`config.mk`:
```
export PLATFORM = sky130hd
export DESIGN_NAME = snoop_cache
export DESIGN_NICKNAME = d
export VERILOG_FILES = /design/src/rtl/snoop_cache_pkg.sv /design/src/rtl/sc_lines.sv /design/src/rtl/sc_snoop.sv /design/src/rtl/sc_ctrl.sv /design/src/rtl/snoop_cache.sv
export SDC_FILE = /design/constraint.sdc
export NUM_CORES = 1
export LEC_CHECK = 0
export BUFFER_PORTS_ARGS = -buffer_cell sky130_fd_sc_hd__buf_2
export CAP_MARGIN = 40
export CELL_PAD_IN_SITES_DETAIL_PLACEMENT = 0
export CELL_PAD_IN_SITES_GLOBAL_PLACEMENT = 2
export CORE_MARGIN = 1.5
export CORE_UTILIZATION = 37
export DETAILED_ROUTE_END_ITERATION = 10
export PLACE_DENSITY_LB_ADDON = 0.25
export SKIP_LAST_GASP = 1
export SLEW_MARGIN = 10
export SYNTH_ARGS = -nofsm -noshare
export SYNTH_HDL_FRONTEND = slang
export SYNTH_SLANG_ARGS = --single-unit
```
`constraint.sdc`:
```
create_clock -name clk -period 6.85 [get_ports clk]
set_clock_uncertainty 0.2 [all_clocks]
set_input_delay 1.37 -clock clk [delete_from_list [all_inputs] [get_ports clk]]
set_output_delay 1.37 -clock clk [all_outputs]
set_load 0.005 [all_outputs]
```
`src/rtl/snoop_cache_pkg.sv`:
```
package snoop_cache_pkg;
    timeunit 1ns;
    timeprecision 1ps;

    typedef enum logic [1:0] {
        ST_I = 2'd0,
        ST_S = 2'd1,
        ST_E = 2'd2,
        ST_M = 2'd3
    } line_st_t;

    typedef enum logic [1:0] {
        CMD_RD    = 2'd0,
        CMD_RWITM = 2'd1,
        CMD_INV   = 2'd2,
        CMD_WB    = 2'd3
    } bus_cmd_t;
endpackage

```
`src/rtl/sc_lines.sv`:
```
module sc_lines
    import snoop_cache_pkg::*;
#(
    parameter int LINES  = 4,
    parameter int TAG_W  = 6,
    parameter int DATA_W = 8,
    parameter int IDX_W  = $clog2(LINES)
) (
    input  logic              clk,
    input  logic              rst,
    input  logic [IDX_W-1:0]  a_idx,
    output line_st_t          a_state,
    output logic [TAG_W-1:0]  a_tag,
    output logic [DATA_W-1:0] a_data,
    input  logic [IDX_W-1:0]  b_idx,
    output line_st_t          b_state,
    output logic [TAG_W-1:0]  b_tag,
    output logic [DATA_W-1:0] b_data,
    input  logic              w_en,
    input  logic [IDX_W-1:0]  w_idx,
    input  logic [TAG_W-1:0]  w_tag,
    input  line_st_t          w_state,
    input  logic [DATA_W-1:0] w_data,
    input  logic              s_en,
    input  logic [IDX_W-1:0]  s_idx,
    input  line_st_t          s_state
);
    timeunit 1ns;
    timeprecision 1ps;

    line_st_t          st_q   [LINES];
    logic [TAG_W-1:0]  tag_q  [LINES];
    logic [DATA_W-1:0] data_q [LINES];

    for (genvar g = 0; g < LINES; g++) begin : g_line
        always_ff @(posedge clk) begin
            if (rst) begin
                st_q[g]   <= ST_I;
                tag_q[g]  <= '0;
                data_q[g] <= '0;
            end else if (s_en && s_idx == IDX_W'(g)) begin
                st_q[g] <= s_state;
            end else if (w_en && w_idx == IDX_W'(g)) begin
                st_q[g]   <= w_state;
                tag_q[g]  <= w_tag;
                data_q[g] <= w_data;
            end
        end
    end

    assign a_state = st_q[a_idx];
    assign a_tag   = tag_q[a_idx];
    assign a_data  = data_q[a_idx];
    assign b_state = st_q[b_idx];
    assign b_tag   = tag_q[b_idx];
    assign b_data  = data_q[b_idx];

    // snoop-side and local-side updates never land on one line together
    p_no_clash_r12: assert property (@(posedge clk) disable iff (rst)
        !(w_en && s_en && w_idx == s_idx));
endmodule

```
`src/rtl/sc_snoop.sv`:
```
module sc_snoop
    import snoop_cache_pkg::*;
#(
    parameter int TAG_W  = 6,
    parameter int IDX_W  = 2,
    parameter int DATA_W = 8,
    parameter int ADDR_W = TAG_W + IDX_W
) (
    input  logic              clk,
    input  logic              rst,
    input  logic              snp_valid,
    input  logic [1:0]        snp_cmd,
    input  logic [ADDR_W-1:0] snp_addr,
    input  line_st_t          l_state,
    input  logic [TAG_W-1:0]  l_tag,
    input  logic [DATA_W-1:0] l_data,
    output logic              snp_shared,
    output logic              snp_copyback,
    output logic              snp_retry,
    output logic [DATA_W-1:0] snp_data,
    output logic              s_en,
    output logic [IDX_W-1:0]  s_idx,
    output line_st_t          s_state,
    input  logic              wb_done,
    output logic              wb_pend,
    output logic [IDX_W-1:0]  wb_idx
);
    timeunit 1ns;
    timeprecision 1ps;

    bus_cmd_t cmd;
    logic     match;

    assign cmd      = bus_cmd_t'(snp_cmd);
    assign s_idx    = snp_addr[IDX_W-1:0];
    assign match    = snp_valid && l_state != ST_I && l_tag == snp_addr[ADDR_W-1:IDX_W];
    assign snp_data = l_data;

    always_comb begin
        snp_shared   = 1'b0;
        snp_copyback = 1'b0;
        snp_retry    = 1'b0;
        s_en         = 1'b0;
        s_state      = l_state;
        if (match) begin
            unique case (cmd)
                CMD_RD: begin
                    snp_shared   = 1'b1;
                    snp_copyback = (l_state == ST_M);
                    s_en         = 1'b1;
                    s_state      = ST_S;
                end
                CMD_RWITM: begin
                    if (l_state == ST_M) begin
                        snp_retry = 1'b1;
                    end else begin
                        s_en    = 1'b1;
                        s_state = ST_I;
                    end
                end
                CMD_INV: begin
                    if (l_state == ST_S) begin
                        s_en    = 1'b1;
                        s_state = ST_I;
                    end
                end
                CMD_WB: ;
            endcase
        end
    end

    always_ff @(posedge clk) begin
        if (rst) begin
            wb_pend <= 1'b0;
            wb_idx  <= '0;
        end else if (snp_retry) begin
            wb_pend <= 1'b1;
            wb_idx  <= s_idx;
        end else if (wb_done) begin
            wb_pend <= 1'b0;
        end
    end

    // a snoop answer never both supplies and blocks
    p_one_answer_r8: assert property (@(posedge clk) disable iff (rst)
        $onehot0({snp_retry, snp_shared}));
    // an owed write-back stays owed until it is issued
    p_pend_kept_r9: assert property (@(posedge clk) disable iff (rst)
        wb_pend && !wb_done && !snp_retry |=> wb_pend);
endmodule

```
`src/rtl/sc_ctrl.sv`:
```
module sc_ctrl
    import snoop_cache_pkg::*;
#(
    parameter int TAG_W  = 6,
    parameter int IDX_W  = 2,
    parameter int DATA_W = 8,
    parameter int ADDR_W = TAG_W + IDX_W
) (
    input  logic              clk,
    input  logic              rst,
    input  logic              cpu_req,
    input  logic              cpu_we,
    input  logic [ADDR_W-1:0] cpu_addr,
    input  logic [DATA_W-1:0] cpu_wdata,
    output logic [DATA_W-1:0] cpu_rdata,
    output logic              cpu_ready,
    output logic [IDX_W-1:0]  a_idx,
    input  line_st_t          a_state,
    input  logic [TAG_W-1:0]  a_tag,
    input  logic [DATA_W-1:0] a_data,
    output logic              w_en,
    output logic [IDX_W-1:0]  w_idx,
    output logic [TAG_W-1:0]  w_tag,
    output line_st_t          w_state,
    output logic [DATA_W-1:0] w_data,
    output logic              bus_req,
    input  logic              bus_gnt,
    output logic              bus_valid,
    output logic [1:0]        bus_cmd,
    output logic [ADDR_W-1:0] bus_addr,
    output logic [DATA_W-1:0] bus_wdata,
    input  logic [DATA_W-1:0] bus_rdata,
    input  logic              bus_shared,
    input  logic              bus_retry,
    input  logic              snp_valid,
    input  logic              wb_pend,
    input  logic [IDX_W-1:0]  wb_idx,
    output logic              wb_done
);
    timeunit 1ns;
    timeprecision 1ps;

    typedef enum logic [2:0] {F_IDLE, F_EVICT, F_FILL, F_UPG, F_DONE} fsm_t;

    fsm_t             state_q, state_d;
    bus_cmd_t         cmd_d;
    logic [IDX_W-1:0] idx;
    logic [TAG_W-1:0] tag;
    logic             hit, wb_slot;

    assign idx       = cpu_addr[IDX_W-1:0];
    assign tag       = cpu_addr[ADDR_W-1:IDX_W];
    assign wb_slot   = wb_pend && bus_gnt;
    assign a_idx     = wb_slot ? wb_idx : idx;
    assign hit       = a_state != ST_I && a_tag == tag;
    assign bus_req   = wb_pend || state_q == F_EVICT || state_q == F_FILL || state_q == F_UPG;
    assign bus_cmd   = cmd_d;
    assign cpu_rdata = a_data;

    always_ff @(posedge clk) begin
        if (rst) state_q <= F_IDLE;
        else     state_q <= state_d;
    end

    always_comb begin
        state_d   = state_q;
        w_en      = 1'b0;
        w_idx     = idx;
        w_tag     = tag;
        w_state   = a_state;
        w_data    = a_data;
        bus_valid = 1'b0;
        cmd_d     = CMD_RD;
        bus_addr  = cpu_addr;
        bus_wdata = a_data;
        wb_done   = 1'b0;
        cpu_ready = 1'b0;
        if (wb_slot) begin
            bus_valid = 1'b1;
            cmd_d     = CMD_WB;
            bus_addr  = {a_tag, wb_idx};
            w_en      = 1'b1;
            w_idx     = wb_idx;
            w_tag     = a_tag;
            w_state   = ST_I;
            wb_done   = 1'b1;
        end else begin
            unique case (state_q)
                F_IDLE: begin
                    if (cpu_req && !snp_valid) begin
                        if (hit && !cpu_we) begin
                            cpu_ready = 1'b1;
                        end else if (hit && a_state != ST_S) begin
                            w_en      = 1'b1;
                            w_state   = ST_M;
                            w_data    = cpu_wdata;
                            cpu_ready = 1'b1;
                        end else if (hit) begin
                            state_d = F_UPG;
                        end else begin
                            state_d = (a_state == ST_M) ? F_EVICT : F_FILL;
                        end
                    end
                end
                F_EVICT: begin
                    if (bus_gnt) begin
                        bus_valid = 1'b1;
                        cmd_d     = CMD_WB;
                        bus_addr  = {a_tag, idx};
                        w_en      = 1'b1;
                        w_tag     = a_tag;
                        w_state   = ST_I;
                        state_d   = F_FILL;
                    end
                end
                F_FILL: begin
                    if (bus_gnt) begin
                        bus_valid = 1'b1;
                        cmd_d     = cpu_we ? CMD_RWITM : CMD_RD;
                        if (!bus_retry) begin
                            w_en    = 1'b1;
                            w_state = cpu_we ? ST_M : (bus_shared ? ST_S : ST_E);
                            w_data  = cpu_we ? cpu_wdata : bus_rdata;
                            state_d = F_DONE;
                        end
                    end
                end
                F_UPG: begin
                    if (!(hit && a_state == ST_S)) begin
                        state_d = F_FILL;
                    end else if (bus_gnt) begin
                        bus_valid = 1'b1;
                        cmd_d     = CMD_INV;
                        w_en      = 1'b1;
                        w_state   = ST_M;
                        w_data    = cpu_wdata;
                        state_d   = F_DONE;
                    end
                end
                F_DONE: begin
                    cpu_ready = 1'b1;
                    state_d   = F_IDLE;
                end
            endcase
        end
    end

    // request held until granted, commands only when granted, retry re-requests
    p_req_held_r7: assert property (@(posedge clk) disable iff (rst)
        bus_req && !bus_gnt |=> bus_req);
    p_cmd_granted_r7: assert property (@(posedge clk) disable iff (rst)
        bus_valid |-> bus_gnt);
    p_retry_reissue_r7: assert property (@(posedge clk) disable iff (rst)
        bus_valid && bus_retry && bus_cmd == CMD_RWITM |=> bus_req);
    // no completion pulse while a bus sequence is active
    p_busy_quiet_r13: assert property (@(posedge clk) disable iff (rst)
        (state_q == F_EVICT || state_q == F_FILL || state_q == F_UPG) |-> !cpu_ready);
endmodule

```
`src/rtl/snoop_cache.sv`:
```
module snoop_cache
    import snoop_cache_pkg::*;
#(
    parameter int ADDR_W = 8,
    parameter int DATA_W = 8,
    parameter int LINES  = 4
) (
    input  logic              clk,
    input  logic              rst,
    input  logic              cpu_req,
    input  logic              cpu_we,
    input  logic [ADDR_W-1:0] cpu_addr,
    input  logic [DATA_W-1:0] cpu_wdata,
    output logic [DATA_W-1:0] cpu_rdata,
    output logic              cpu_ready,
    output logic              bus_req,
    input  logic              bus_gnt,
    output logic              bus_valid,
    output logic [1:0]        bus_cmd,
    output logic [ADDR_W-1:0] bus_addr,
    output logic [DATA_W-1:0] bus_wdata,
    input  logic [DATA_W-1:0] bus_rdata,
    input  logic              bus_shared,
    input  logic              bus_retry,
    input  logic              snp_valid,
    input  logic [1:0]        snp_cmd,
    input  logic [ADDR_W-1:0] snp_addr,
    output logic              snp_shared,
    output logic              snp_copyback,
    output logic              snp_retry,
    output logic [DATA_W-1:0] snp_data
);
    timeunit 1ns;
    timeprecision 1ps;

    localparam int IDX_W = $clog2(LINES);
    localparam int TAG_W = ADDR_W - IDX_W;

    logic [IDX_W-1:0]  a_idx, w_idx, s_idx, wb_idx;
    line_st_t          a_state, b_state, w_state, s_state;
    logic [TAG_W-1:0]  a_tag, b_tag, w_tag;
    logic [DATA_W-1:0] a_data, b_data, w_data;
    logic              w_en, s_en, wb_pend, wb_done;

    sc_lines #(.LINES(LINES), .TAG_W(TAG_W), .DATA_W(DATA_W), .IDX_W(IDX_W)) u_lines (
        .clk(clk), .rst(rst),
        .a_idx(a_idx), .a_state(a_state), .a_tag(a_tag), .a_data(a_data),
        .b_idx(s_idx), .b_state(b_state), .b_tag(b_tag), .b_data(b_data),
        .w_en(w_en), .w_idx(w_idx), .w_tag(w_tag), .w_state(w_state), .w_data(w_data),
        .s_en(s_en), .s_idx(s_idx), .s_state(s_state)
    );

    sc_snoop #(.TAG_W(TAG_W), .IDX_W(IDX_W), .DATA_W(DATA_W), .ADDR_W(ADDR_W)) u_snoop (
        .clk(clk), .rst(rst),
        .snp_valid(snp_valid), .snp_cmd(snp_cmd), .snp_addr(snp_addr),
        .l_state(b_state), .l_tag(b_tag), .l_data(b_data),
        .snp_shared(snp_shared), .snp_copyback(snp_copyback), .snp_retry(snp_retry),
        .snp_data(snp_data), .s_en(s_en), .s_idx(s_idx), .s_state(s_state),
        .wb_done(wb_done), .wb_pend(wb_pend), .wb_idx(wb_idx)
    );

    sc_ctrl #(.TAG_W(TAG_W), .IDX_W(IDX_W), .DATA_W(DATA_W), .ADDR_W(ADDR_W)) u_ctrl (
        .clk(clk), .rst(rst),
        .cpu_req(cpu_req), .cpu_we(cpu_we), .cpu_addr(cpu_addr), .cpu_wdata(cpu_wdata),
        .cpu_rdata(cpu_rdata), .cpu_ready(cpu_ready),
        .a_idx(a_idx), .a_state(a_state), .a_tag(a_tag), .a_data(a_data),
        .w_en(w_en), .w_idx(w_idx), .w_tag(w_tag), .w_state(w_state), .w_data(w_data),
        .bus_req(bus_req), .bus_gnt(bus_gnt), .bus_valid(bus_valid), .bus_cmd(bus_cmd),
        .bus_addr(bus_addr), .bus_wdata(bus_wdata), .bus_rdata(bus_rdata),
        .bus_shared(bus_shared), .bus_retry(bus_retry), .snp_valid(snp_valid),
        .wb_pend(wb_pend), .wb_idx(wb_idx), .wb_done(wb_done)
    );
endmodule

```
==> Word level (Yosys, flattened, before mapping) <==
Memories as Yosys holds them, arrays and structs flattened.
Index checks and enable logic that the tools add are counted.
{ "classes": {"n_mux": 126, "n_eq_ne": 26, "bitwise_logic": 17, "n_reduce_logical": 30} }
{ "ops": {"columns": ["cell", "n"], "rows": [
  ["two-way mux 8 bit", 16],
  ["two-way mux 2 bit", 29],
  ["two-way mux 1 bit", 56],
  ["two-way mux 6 bit", 7],
  ["two-way mux 3 bit", 9],
  ["one-hot mux 8 bit (3 select lines)", 1],
  ["logical AND 1 bit", 16],
  ["OR 1 bit", 16],
  ["one-hot mux 3 bit (5 select lines)", 1],
  ["== test 2 bit (second input constant)", 7],
  ["== test 6 bit", 2],
  ["one-hot mux 2 bit (3 select lines)", 2],
  ["== test 2 x 1 -> 1 bit (second input constant)", 5],
  ["inequality test 2 bit (second input constant)", 5],
  ["one-hot mux 2 bit (4 select lines)", 1],
  ["AND reduction 8 bit", 1],
  ["== test 3 x 2 -> 1 bit (second input constant)", 2],
  ["zero test 2 bit", 3],
  ["nonzero test 2 bit", 3],
  ["inequality test 2 x 1 -> 1 bit (second input constant)", 2],
  ["one-hot mux 1 bit (2 select lines)", 2],
  ["one-hot mux 1 bit (4 select lines)", 1],
  ["== test 3 x 1 -> 1 bit (second input constant)", 1],
  ["== test 3 bit (second input constant)", 1],
  ["other kinds (7)", 10]
]} }
{ "totals": {"elab_cells": 205, "mem_count": 3, "ram_bits": 64, "output_inout_bits": 40, "inputBits": 42, "regBits": 6} }
{ "mem_list": {"columns": ["name", "depth", "word_bits", "read_ports", "rd_ports_with_merged_regs", "wr", "line_no", "text"], "rows": [
  ["u_lines.data_q", 4, 8, 2, 0, 4, "sc_lines.sv:33", "logic [DATA_W-1:0] data_q [LINES];"],
  ["u_lines.tag_q", 4, 6, 2, 0, 4, "sc_lines.sv:32", "logic [TAG_W-1:0] tag_q [LINES];"],
  ["u_lines.st_q", 4, 2, 2, 0, 4, "sc_lines.sv:31", "line_st_t st_q [LINES];"]
]} }

==> Depth between registers and ports, before layout <==
Gate-level depths: netlist of the first run.
An unclocked memory read counts as a cell.
{ "depth": {"ltp_word": 17, "depth_mapped": 13, "mapped_depth_nobuf": 9} }

==> Hierarchy <==
A second synthesis of the first run with hierarchy kept.
{ "unflattened": {"cells_unflattened": 448, "hier_area_um2": 5153.7} }
{ "by_module_without_submodules": {"columns": ["module", "cells_each", "instances", "seq_area_each_um2", "area_per_inst_um2"], "rows": [
  ["sc_lines", 232, 1, 1921.8, 3517.1],
  ["sc_ctrl", 162, 1, 60.1, 1239.9],
  ["sc_snoop", 54, 1, 60.1, 396.6]
]} }

==> Least setup slack after synthesis of the first run <==
Ideal clock, no wire load.
{ "synth_path": {"kind": "input port to flip-flop", "startpoint": "in bus_gnt", "endpoint": "mem u_lines.data_q[0][0] (enable)", "t_arrival_ns": 4.690, "required_ns": 6.224, "path_stages": 9, "setup_ns": 0.426, "slack_ns": 1.534, "path_buffers": 1, "cell_sequence": "and3_4 -> buf_6 -> nor2_8 -> inv_4 -> a2111oi_2 -> nor4_1 -> or3_4 -> o31a_1 -> o41ai_1"} }
{ "synth_rtl": {"columns": ["item", "line_no", "text"], "rows": [
  ["start: declaration", "snoop_cache.sv:17", "input logic bus_gnt,"],
  ["end: declaration", "sc_lines.sv:33", null]
]} }

==> Worst setup path after layout of the first run <==
{ "layout_path": {"startpoint": "in bus_gnt", "endpoint": "out cpu_ready"} }
{ "layout_via": {"elab_chain_cells": 11, "elab_cells_between_ends": 15, "classes_between": "2 x eq/ne; 6 x mux; 5 x reduce/logical; 2 x memory"} }
{ "layout_lines": {"columns": ["item", "line_no", "text"], "rows": [
  ["logical AND 1 bit *", "sc_ctrl.sv:53", "assign wb_slot = wb_pend && bus_gnt;"],
  ["two-way mux 2 bit", "sc_ctrl.sv:54", "assign a_idx = wb_slot ? wb_idx : idx;"],
  ["memory read (4 x 6 bit) / memory read (4 x 2 bit) (equally long branches)", null, null],
  ["== test 6 bit / nonzero test 2 bit (equally long branches)", "sc_ctrl.sv:55", "assign hit = a_state != ST_I && a_tag == tag;"],
  ["logical AND 1 bit", "sc_ctrl.sv:55", null],
  ["logical AND 1 bit", "sc_ctrl.sv:93", "end else if (hit && a_state != ST_S) begin"],
  ["two-way mux 1 bit", "sc_ctrl.sv:93", null],
  ["two-way mux 1 bit", "sc_ctrl.sv:91", "if (hit && !cpu_we) begin"],
  ["two-way mux 1 bit", "sc_ctrl.sv:90", "if (cpu_req && !snp_valid) begin"],
  ["one-hot mux 1 bit (2 select lines)", "sc_ctrl.sv:88", "unique case (state_q)"],
  ["two-way mux 1 bit *", "sc_ctrl.sv:78", "if (wb_slot) begin"],
  ["end: declaration", "snoop_cache.sv:15", "output logic cpu_ready,"]
]} }
Mark *: on every way between the ends. The rest lies on a longest branch, timed or not.

==> flow_summary.ini, run 1 <==
[outcome]
status = finished, final reports clean

[grt]
grt_pass1_vias = 4287
grt_pass1_wl_um = 24500
grt_overflow = 0
antenna_found_initial = 0
grt_max_degree = 36
grtUsageTotal_pct = 22.8

[routing]
drc_errors = 0
drt-initial-drc-count = 312
wirelength_um = 15800
wl_per_cell_um = 21.9
vias = 4394
drt-pass1-iter-count = 5
vias_per_cell = 6.09
ant_nets = 0

[setup_path]
crit_slowest_cell = or4_4
cp_cell_sequence = buf_2 > and3_1 > nor2_8 > inv_2 > or4_4 > nand4_2 > o2111a_1 > nand2_1 > nor3b_1 > o211a_1 > buf_2
critPathMaxStageDelay_ns = 0.61
start_kind = input port
crit_family = simple AND/OR/NAND/NOR gates
path_class = input port to primary output
crit_arrival_ns = 4.33
critPathMostFrequentCell = buf_2
crit_path_end_kind = primary output
cp_num_buf_inv = 3
cp_data_required_time_ns = 5.28
path_max_fanout = 35

[cts]
numCtsBuffers = 9
clock-sinks = 70
cts_hold_buf = 0
ctsResizeCount = 0
cts_tree = built
clk_path_buf_depth = 2
clk_latency_ns = 0.35
htreeDepth = 3
clk_pin_slew_ns = 0.06
cts-root-buf = clkbuf_16
cts_setup_buffers = 0

[hold_path]
hp-class = register to register

[pwr]
p_leak_nw = 2.20
power.density_nw_per_um2 = 217
p_total_w = 0.00126
ir_drop_uv = 135

[cells_and_area]
area_growth_pct = 15.4
fill_cells = 1310
seqCellArea_um2 = 2040
multi_input_area_um2 = 2710
post-route-util_pct = 43.9
layout.nets = 583
n_antenna_cell = 0
drive_gt1_share_pct = 28.9

[flow_run]
maxCapViolations = 0

[synth]
yosys_register_bits = 70
async_reset_ff_share_pct = 0
synthXorXnorAreaFrac_pct = 1.04
ys_types = 76
synth-simple-area-share_pct = 16.2
synthAdderAreaFrac_pct = 0
synth-edff-count = 64
synth_top_family_by_area = compound AO/OA/AOI/OAI gates
yosys-top-cells-area = edfxtp_1 38%, mux4_2 9.8%, a21oi_1 5.5%, o21ai_0 2.9%, nor2_1 2.6%
yosys_most_used_dff = edfxtp_1
syn_area_per_cell_um2 = 10.5
yosys_warnings = 0
synth_mux_area_share_pct = 12.7
synth_top_area_share_pct = 38.2
synth-seq-area-share_pct = 40.5
synth_area_leader_cell = edfxtp_1
synth_compound_area_share_pct = 23.5
synth_fp_nets = 521
syn_inst = 479
syn_area_um2 = 5040

[floorplan]
fp.dieH_um = 120
dieArea_um2 = 14300
initial_core_util_pct = 38.0
fp.dieW_um = 120
row_count = 42
ios = 82
core_um2 = 13200

[placed_design]
globalplace.congestion = 0.839
io_buffers = 81
place_hpwl_um = 10800
dp_slack_ns = 0.990

[timing]
finalHoldViolCount = 0
fmax_mhz = 170
period_share_pct = 86.1
fin_ws_ns = 0.953
finalSetupViolCount = 0
min_period_ns = 5.90
slew_headroom_pct = 41.8
rsz0062_at_grt = no
tns_ns = 0
slew_viol_final = 0
tightest_slew_ns = 0.862
-- area by class of cell --
type | instances | area share (%)
inverter | 18 | 1.21
timing repair buffer | 90 | 8.13
clock buffer | 9 | 3.87
clock inverter | 7 | 1.29
tap | 176 | 3.79
multi-input combinational | 352 | 46.6
sequential | 70 | 35.1
-- where the power goes --
part           switching (W)  total [W]  internal (W)
sequential         0.0000169   0.000506      0.000489
combinational       0.000172   0.000280      0.000109
clock               0.000192   0.000475      0.000283
-- metal layers --
layer  global-route usage (%)  routed length (µm)  up-vias
met3                     3.18                 845       21
li1                         -                   -     2033
met2                     36.3                7560      139
met5                        0                   0        -
met1                     31.1                7060     2201
met4                     9.82                 328        0
-- cell usage after synthesis, types with 5 or more instances --
cell type	n
a31oi_1	9
dfxtp_1	6
edfxtp_1	64
or3_1	5
clkbuf_1	12
o2bb2ai_1	8
nor2_1	35
buf_2	5
buf_4	9
inv_1	16
a21boi_0	8
nand3_1	16
mux2i_1	9
nand2b_1	5
nor3_1	13
nand2_1	18
a21oi_1	55
a211oi_1	7
mux4_2	22
buf_1	7
buf_6	6
o21ai_0	29
and3_1	9
a21o_1	6
-- metrics by stage --
stage	instances	hold WS, ns	cell area [µm²]
2_1_floorplan	479	0.263	5040
3_3_place_gp	706	0.293	5510
3_5_place_dp	706	0.312	5510
4_1_cts	722	0.323	5810
5_1_grt	722	0.338	5810
6_report	722	0.315	5810
-- placed cells by master, fill, tap and decap left out, types with 5 or more instances in the layout --
cell	Yosys	routed
buf_2	5	81
edfxtp_1	64	64
a21oi_1	55	55
nor2_1	35	35
o21ai_0	29	29
mux4_2	22	22
nand2_1	18	18
inv_1	16	16
nand3_1	16	16
nor3_1	13	13
and3_1	9	9
mux2i_1	9	9
a31oi_1	9	9
clkbuf_16	0	9
buf_4	9	9
a21boi_0	8	8
o2bb2ai_1	8	8
a211oi_1	7	7
a21o_1	6	6
dfxtp_1	6	6
nand2b_1	5	5
or3_1	5	5
-- state kept, by name, summed over array words and instances (netlist names) --
name and cells:
u_ctrl.state_q 3, u_lines.tag_q 24, u_lines.data_q 32, u_snoop.wb_idx 2, u_lines.st_q 8, u_snoop.wb_pend 1
-- worst paths after layout --
path | from | endpoint | slack, ns | cells past startpoint
worst max-delay path | bus_gnt | cpu_ready | 0.95 | 11
worst min-delay path | u_snoop.wb_idx[1]$_SDFFE_PP0P_ | u_snoop.wb_idx[1]$_SDFFE_PP0P_ | 0.31 | 2
worst max register to register | u_snoop.wb_pend$_SDFFE_PP0P_ | u_lines.data_q[2][6]$_SDFFCE_PN0P_ | 2.31 | 9
worst min register to register | u_snoop.wb_idx[1]$_SDFFE_PP0P_ | u_snoop.wb_idx[1]$_SDFFE_PP0P_ | 0.31 | 2
-- kinds of logic (layout without fill, tap and decap cells) --
family,Yosys count,count (layout)
xor+xnor,6,6
simple gates,140,140
flops,70,70
buf+inv,57,124
compound gates,173,173
mux,33,33
-- worst min-delay path, delay by kind of cell, from the launching register on --
kind / cells / cell delay, ns
flops: 1 / 0.33
compound gates: 2 / 0.14
Power figures use the tool's default switching activity.
==> run 2: changes to the inputs <==
--- a/config.mk
+++ b/config.mk
@@ -13,6 +13,7 @@
 export CORE_UTILIZATION = 37
 export DETAILED_ROUTE_END_ITERATION = 10
 export PLACE_DENSITY_LB_ADDON = 0.25
+export RECOVER_POWER = 25
 export SKIP_LAST_GASP = 1
 export SLEW_MARGIN = 10
 export SYNTH_ARGS = -nofsm -noshare
==> constraint.sdc (replaced) <==
create_clock -name clk -period 6.85 [get_ports clk]
set_clock_uncertainty 0.2 [all_clocks]
set_input_delay 0.685 -clock clk [delete_from_list [all_inputs] [get_ports clk]]
set_output_delay 0.685 -clock clk [all_outputs]
set_load 0.005 [all_outputs]
==> run 2 against run 1 <==
The flow now finishes with violations (max-capacitance violations, max-slew violations). Clock-buffer cell count is 2 higher. Die area stayed put. Sequential power hardly changed. Highest routed layer unchanged. Critical endpoint is now u_lines.st_q[1][0]$_DFFE_PP_. Combinational power hardly changed.
==> flow_summary.ini, run 2 (synthesis gave the netlist of run 1 again) <==
[pwr]
ir_drop_uv = 151
p_leak_nw = 2.15
power.density_nw_per_um2 = 217

[routing]
drt-initial-drc-count = 375
ant_nets = 0
wl_per_cell_um = 22.1
drc_errors = 0
drt-pass1-iter-count = 5
vias = 4413
vias_per_cell = 6.13
wirelength_um = 15900

[floorplan]
row_count = 42
initial_core_util_pct = 38.0
fp.dieH_um = 120
fp.dieW_um = 120
core_um2 = 13200
dieArea_um2 = 14300
ios = 82

[cells_and_area]
post-route-util_pct = 43.5
drive_gt1_share_pct = 25.7
top_regs = u_lines.data_q x32, u_lines.tag_q x24, u_lines.st_q x8
largest-register = u_lines.data_q
area_growth_pct = 14.3
n_antenna_cell = 0
final_cell_count_no_fill = 720
layout.nets = 581
mostFrequentLayoutCell = buf_2
largest_reg_flops = 32
final_cell_mix = 73 x buf_2, 64 x edfxtp_1, 55 x a21oi_1, 35 x nor2_1, 29 x o21ai_0

[timing]
fmax_mhz = 181
tns_ns = 0
rsz0062_at_grt = no
period_share_pct = 80.6
finalSetupViolCount = 0
slew_viol_final = 28
min_period_ns = 5.52
tightest_slew_ns = 1.68
slew_headroom_pct = -13.0
fin_ws_ns = 1.33
finalHoldViolCount = 0

[setup_path]
crit_path_end_kind = register
path_max_fanout = 35
path_class = input port to register
crit_arrival_ns = 5.47
cp_data_required_time_ns = 6.80
start_kind = input port

[grt]
grt_pass1_vias = 4132
antenna_found_initial = 0
grt_overflow = 0
grtUsageTotal_pct = 22.7
grt_max_degree = 36
grt_pass1_wl_um = 24200

[hold_path]
hp-class = register to register

[cts]
clk_latency_ns = 0.34
numCtsBuffers = 9
cts-root-buf = clkbuf_16
clock-sinks = 70
htreeDepth = 3
cts_hold_buf = 0
clk_path_buf_depth = 2
clk_pin_slew_ns = 0.06
cts_tree = built
ctsResizeCount = 0
cts_setup_buffers = 0

[flow_run]
maxCapViolations = 2

[placed_design]
io_buffers = 81
dp_slack_ns = 1.84
place_hpwl_um = 10800
globalplace.congestion = 0.798
place_inst = 704

[outcome]
violations = max-capacitance violations, max-slew violations
status = finished with violations
==> run 2: changes by cell type in the layout (fill, tap and decap cells not counted), sizes merged <==
cell / delta
inv: +1
clkinv: -4
clkinvlp: +1
clkbuf: +12
buf: -12
==> run 2: per-stage QoR <==
step / power [W] / cell area (µm²) / hold WS (ns)
after detailed placement: 0.000794 / 5490 / 0.285
after global placement: 0.000789 / 5480 / 0.285
after global routing: 0.00130 / 5760 / 0.323
final: 0.00125 / 5760 / 0.306
after floorplan: 0.000697 / 5040 / 0.263
after CTS: 0.00126 / 5790 / 0.302
==> run 2: worst paths after layout <==
path | slack (ns) | to | cells past startpoint | from
max reg2reg | 1.60 | u_lines.st_q[1][0]$_DFFE_PP_ | 9 | u_snoop.wb_pend$_SDFFE_PP0P_
min | 0.31 | u_snoop.wb_idx[1]$_SDFFE_PP0P_ | 2 | u_snoop.wb_idx[1]$_SDFFE_PP0P_
max | 1.33 | u_lines.st_q[1][0]$_DFFE_PP_ | 10 | bus_gnt
min reg2reg | 0.31 | u_snoop.wb_idx[1]$_SDFFE_PP0P_ | 2 | u_snoop.wb_idx[1]$_SDFFE_PP0P_
==> run 2: routing by layer <==
layer | up-vias | part of all wire, % | track usage [%]
met5 | - | 0 | 0
met4 | 0 | 1.4 | 5.43
met3 | 17 | 6.3 | 4.99
met2 | 182 | 48 | 36.7
met1 | 2189 | 44 | 31.1
li1 | 2025 | - | -
==> run 2: final cells by class <==
class                           count  area [µm²]
Fill cell                        1311        7480
Multi-Input combinational cell    352        2690
Sequential cell                    70        2040
Timing Repair Buffer               88         442
Clock buffer                       11         233
Tap cell                          176         220
Inverter                           18        70.1
Clock inverter                      5        58.8
==> run 2: report_power, final <==
part	internal, W	switching [W]	leakage [nW]
clock network	0.000283	0.000181	0.138
registers	0.000489	0.0000168	0.710
logic	0.000107	0.000173	1.30
total	0.000878	0.000372	2.15
==> run 2: critical path, cell delays in order <==
cell and delay (ns):
clkbuf_1 0.50, and3_1 0.50, nor2_8 0.14, inv_1 1.00, a211oi_1 0.08, nor4_1 0.50, o2111ai_1 0.31, o31ai_2 0.56
nand3_1 0.77, o21ai_0 0.40
